**src/rtl/xcvr_pkg.sv**
```systemverilog
package xcvr_pkg;

    typedef enum logic [1:0] {
        MODE_ISOLATE = 2'd0,
        MODE_DRIVE_B = 2'd1,
        MODE_DRIVE_A = 2'd2
    } drive_mode_e;

endpackage

```
**src/rtl/xcvr_capture.sv**
```systemverilog
// One capture register with rising-edge detection of its strobe.
module xcvr_capture #(
    parameter int WIDTH = 8
) (
    input  logic             clk,
    input  logic             rst,
    input  logic             strb,
    input  logic [WIDTH-1:0] d,
    output logic [WIDTH-1:0] q,
    output logic             strb_q
);

    logic load;

    always_comb begin
        load = strb & ~strb_q;
    end

    always_ff @(posedge clk) begin
        if (rst) begin
            q      <= '0;
            strb_q <= 1'b0;
        end else begin
            strb_q <= strb;
            if (load) begin
                q <= d;
            end
        end
    end

endmodule

```
**src/rtl/xcvr_drive_ctrl.sv**
```systemverilog
// Decodes the enable and direction into a drive mode and per-bus enables.
module xcvr_drive_ctrl
    import xcvr_pkg::*;
(
    input  logic        oe_n,
    input  logic        dir,
    output drive_mode_e mode,
    output logic        a_oe,
    output logic        b_oe
);

    always_comb begin
        if (oe_n) begin
            mode = MODE_ISOLATE;
        end else if (dir) begin
            mode = MODE_DRIVE_B;
        end else begin
            mode = MODE_DRIVE_A;
        end
    end

    always_comb begin
        a_oe = 1'b0;
        b_oe = 1'b0;
        unique case (mode)
            MODE_ISOLATE: begin
                a_oe = 1'b0;
                b_oe = 1'b0;
            end
            MODE_DRIVE_B: b_oe = 1'b1;
            MODE_DRIVE_A: a_oe = 1'b1;
            default: begin
                a_oe = 1'b0;
                b_oe = 1'b0;
            end
        endcase
    end

endmodule

```
**src/rtl/xcvr_out_mux.sv**
```systemverilog
// Source selection for one driven side, forced to zero when not enabled.
module xcvr_out_mux #(
    parameter int WIDTH = 8
) (
    input  logic             en,
    input  logic             sel_stored,
    input  logic [WIDTH-1:0] live,
    input  logic [WIDTH-1:0] stored,
    output logic [WIDTH-1:0] y
);

    always_comb begin
        if (!en) begin
            y = '0;
        end else if (sel_stored) begin
            y = stored;
        end else begin
            y = live;
        end
    end

endmodule

```
**src/rtl/bus_xcvr_reg.sv**
```systemverilog
module bus_xcvr_reg
    import xcvr_pkg::*;
#(
    parameter int WIDTH = 8
) (
    input  logic             clk,
    input  logic             rst,
    input  logic             oe_n,
    input  logic             dir,
    input  logic             sel_ab,
    input  logic             sel_ba,
    input  logic             cap_a,
    input  logic             cap_b,
    input  logic [WIDTH-1:0] a_in,
    output logic [WIDTH-1:0] a_out,
    output logic             a_oe,
    input  logic [WIDTH-1:0] b_in,
    output logic [WIDTH-1:0] b_out,
    output logic             b_oe
);

    logic [WIDTH-1:0] q_a;
    logic [WIDTH-1:0] q_b;
    logic             cap_a_q;
    logic             cap_b_q;
    drive_mode_e      mode;
    logic             drv_a;
    logic             drv_b;

    xcvr_capture #(.WIDTH(WIDTH)) u_cap_a (
        .clk    (clk),
        .rst    (rst),
        .strb   (cap_a),
        .d      (a_in),
        .q      (q_a),
        .strb_q (cap_a_q)
    );

    xcvr_capture #(.WIDTH(WIDTH)) u_cap_b (
        .clk    (clk),
        .rst    (rst),
        .strb   (cap_b),
        .d      (b_in),
        .q      (q_b),
        .strb_q (cap_b_q)
    );

    xcvr_drive_ctrl u_ctrl (
        .oe_n (oe_n),
        .dir  (dir),
        .mode (mode),
        .a_oe (drv_a),
        .b_oe (drv_b)
    );

    // B side is fed from the A path, A side from the B path.
    xcvr_out_mux #(.WIDTH(WIDTH)) u_mux_b (
        .en         (drv_b),
        .sel_stored (sel_ab),
        .live       (a_in),
        .stored     (q_a),
        .y          (b_out)
    );

    xcvr_out_mux #(.WIDTH(WIDTH)) u_mux_a (
        .en         (drv_a),
        .sel_stored (sel_ba),
        .live       (b_in),
        .stored     (q_b),
        .y          (a_out)
    );

    assign a_oe = drv_a;
    assign b_oe = drv_b;

endmodule

```
**config.mk**
```make
export PLATFORM = sky130hd
export DESIGN_NAME = bus_xcvr_reg
export DESIGN_NICKNAME = d
export VERILOG_FILES = /design/src/rtl/xcvr_pkg.sv /design/src/rtl/xcvr_capture.sv /design/src/rtl/xcvr_drive_ctrl.sv /design/src/rtl/xcvr_out_mux.sv /design/src/rtl/bus_xcvr_reg.sv
export SDC_FILE = /design/constraint.sdc
export NUM_CORES = 1
export LEC_CHECK = 0
export BUFFER_PORTS_ARGS = -buffer_cell sky130_fd_sc_hd__buf_4
export CORE_UTILIZATION = 32
export CTS_CLUSTER_DIAMETER = 120
export DETAILED_ROUTE_END_ITERATION = 8
export PLACE_DENSITY_LB_ADDON = 0.12
export SLEW_MARGIN = 20
export SYNTH_ARGS = -nofsm -noshare
export SYNTH_HDL_FRONTEND = slang
export SYNTH_HIERARCHICAL = 1
export SYNTH_SLANG_ARGS = --single-unit
```
**constraint.sdc**
```tcl
create_clock -name clk -period 1.2 [get_ports clk]
set_input_delay 0.18 -clock clk [delete_from_list [all_inputs] [get_ports clk]]
set_output_delay 0.18 -clock clk [all_outputs]
set_load 0.05 [all_outputs]
```
==> impl_metrics.json <==
{
  "rows": 20,
  "stdcell_count": 195,
  "n_antenna_cell": 0,
  "cts_hold_buf": 0,
  "violations": "setup timing",
  "cp_num_buf_inv": 1,
  "cp.arrival_ns": 1.04,
  "critPathSlowestCell": "dfxtp_2",
  "syn_avg_cell_area_um2": 10.1,
  "port_buffers": 41,
  "drt-vias-per-instance": 4.98,
  "grt_pass1_vias": 955,
  "crit_path_max_fanout": 2,
  "rsz0062_at_grt": "yes",
  "syn_to_final_growth_pct": 56.0,
  "synth_nets": 132,
  "final.setup_skew_ns": 0.00212,
  "path_depth": 3,
  "cts_htree_levels": 1,
  "grt_pass1_wl_mm": 4.33,
  "final_max_slew_viol_count": 0,
  "criticalPathCategory": "flop to output port",
  "drt_iter0_markers": 7,
  "timing.rr.start": "u_cap_a/strb_q$_SDFF_PP0_",
  "cts_sinks": 18,
  "wl_mm": 2.73,
  "routedWlPerCell_um": 14.0,
  "globalplace.congestion": 0.671,
  "hold_class": "input pin to flop",
  "fin_util_pct": 54.1,
  "track_usage_pct": 16.1,
  "ios": 42,
  "synthesis.instances": 108,
  "leakage_uw": 0.000653,
  "fmax_mhz": 820,
  "cp-startpoint": "u_cap_b/q[0]$_SDFFE_PP0P_",
  "vias": 972,
  "path_clk_slew_ns": 0.10,
  "cp-end-kind": "output port",
  "relSlewSlack_pct": 82.7,
  "start_util_pct": 34.7,
  "crit_end": "a_out[0]",
  "min_period_over_period_pct": 102,
  "hold_viol": 0,
  "die_x_um": 60.5,
  "max_cap_violations": 0,
  "reg2reg_depth": 2,
  "route.antenna.remaining_nets": 0,
  "final_nets": 177,
  "gr-total-overflow": 0,
  "dpl.cell_count": 189,
  "setup_viol": 5,
  "critPathTopFamily": "flip-flops",
  "cts_buffers": 3,
  "tightestPinTransition_ns": 0.259,
  "r2r_slack_ns": 0.19,
  "min_period_ns": 1.22,
  "place_ws_ns": 0.0734,
  "critPathLaunchType": "flop",
  "grt_max_degree": 35,
  "dp_hpwl_mm": 1.81,
  "die_y_um": 60.5,
  "tns_ns": -0.0679,
  "dieArea_um2": 3660,
  "cts_buffer_depth": 2,
  "clk_latency_ns": 0.29,
  "cts_tree": "yes",
  "core-area_um2": 3150,
  "fin_ws_ns": -0.0196,
  "critical_path_required_ns": 1.02,
  "slowest_delay_ns": 0.34,
  "yosysWarningCount": 6,
  "cp_cell_sequence": "mux2i_2 -> nor2b_4 -> buf_6",
  "antenna_found_initial": 0,
  "outcome": "finished, violations left",
  "powerDensity_nw_per_um2": 845,
  "first_pass_iters": 4,
  "max-vdd-ir-drop_v": 0.000474,
  "layout-drive-gt1-share_pct": 65.6,
  "worst_r2r_endpoint": "u_cap_a/q[5]$_SDFFE_PP0P_",
  "drc": 0,
  "clockRootBuffer": "clkbuf_4",
  "synth_area_um2": 1090
}
[per-layer routing]
metal,up-vias,track usage (%),wire [um]
li1,478,-,-
met1,463,20.0,1220
met2,27,27.5,1370
met3,4,2.77,110
met4,0,7.14,29
met5,-,0,0
[cells in the final DEF (no fill, tap or decap), types with 2 or more instances in the layout]
master / n
mux2i_2: 4
nor2b_4: 9
nand2b_1: 16
dfxtp_1: 2
mux2i_4: 4
clkbuf_4: 3
nor2b_1: 2
buf_6: 15
mux2i_1: 8
o21ai_1: 8
nand4bb_1: 16
dfxtp_2: 16
buf_4: 28
nor2b_2: 8
and2b_4: 2
o21ai_2: 8
[final cells by class]
type	count	area (um2)
clock buffer	3	22.5
fill	296	1450
multi-input combinational	86	853
sequential	18	380
tap	44	55.1
timing repair buffer	44	394
[what timing repair did]
item / 4_1_cts / 5_1_grt
setup endpoints to repair: 16 / 16
buffers inserted: 1 / 2
pin swaps: 0 / 0
gates resized for setup: 35 / 10
[sequential cells by signal, summed over array words and instances (netlist names)]
signal / flops
u_cap_a/q: 8
u_cap_a/strb_q: 1
u_cap_b/q: 8
u_cap_b/strb_q: 1
[power by group]
| part | leakage, uW | total (uW) | switching, uW | internal, uW |
|---|---|---|---|---|
| Combinational | 0.000485 | 467 | 238 | 230 |
| Clock | 0.0000138 | 305 | 188 | 117 |
| Sequential | 0.000154 | 668 | 28.6 | 639 |
| Total | 0.000653 | 1440 | 454 | 986 |
[metrics by stage]
step | area [um2] | power (uW) | hold slack [ns]
2_1_floorplan | 1180 | 941 | 0.308
3_3_place_gp | 1510 | 1070 | 0.448
3_5_place_dp | 1510 | 1080 | 0.455
4_1_cts | 1650 | 1440 | 0.152
5_1_grt | 1710 | 1510 | 0.157
6_report | 1710 | 1440 | 0.164
[worst min path at each step]
stage	cells after the start	to	slack [ns]	startpoint
floorplan	1	u_cap_a/strb_q$_SDFF_PP0_	0.31	cap_a
global placement	3	u_cap_a/q[7]$_SDFFE_PP0P_	0.45	a_in[7]
detailed placement	2	u_cap_b/q[4]$_SDFFE_PP0P_	0.46	u_cap_b/q[4]$_SDFFE_PP0P_
CTS	3	u_cap_b/q[4]$_SDFFE_PP0P_	0.15	b_in[4]
global route	3	u_cap_b/q[4]$_SDFFE_PP0P_	0.16	b_in[4]
finish	3	u_cap_b/q[4]$_SDFFE_PP0P_	0.16	b_in[4]
[tightest hold or removal path: cells and delay by family]
| family | cells | cell delay [ns] |
|---|---|---|
| buffers and inverters | 1 | 0.12 |
| AND/OR/NAND/NOR | 1 | 0.08 |
| AO/OA/AOI/OAI | 1 | 0.06 |
(Power assumes the default switching activity.)
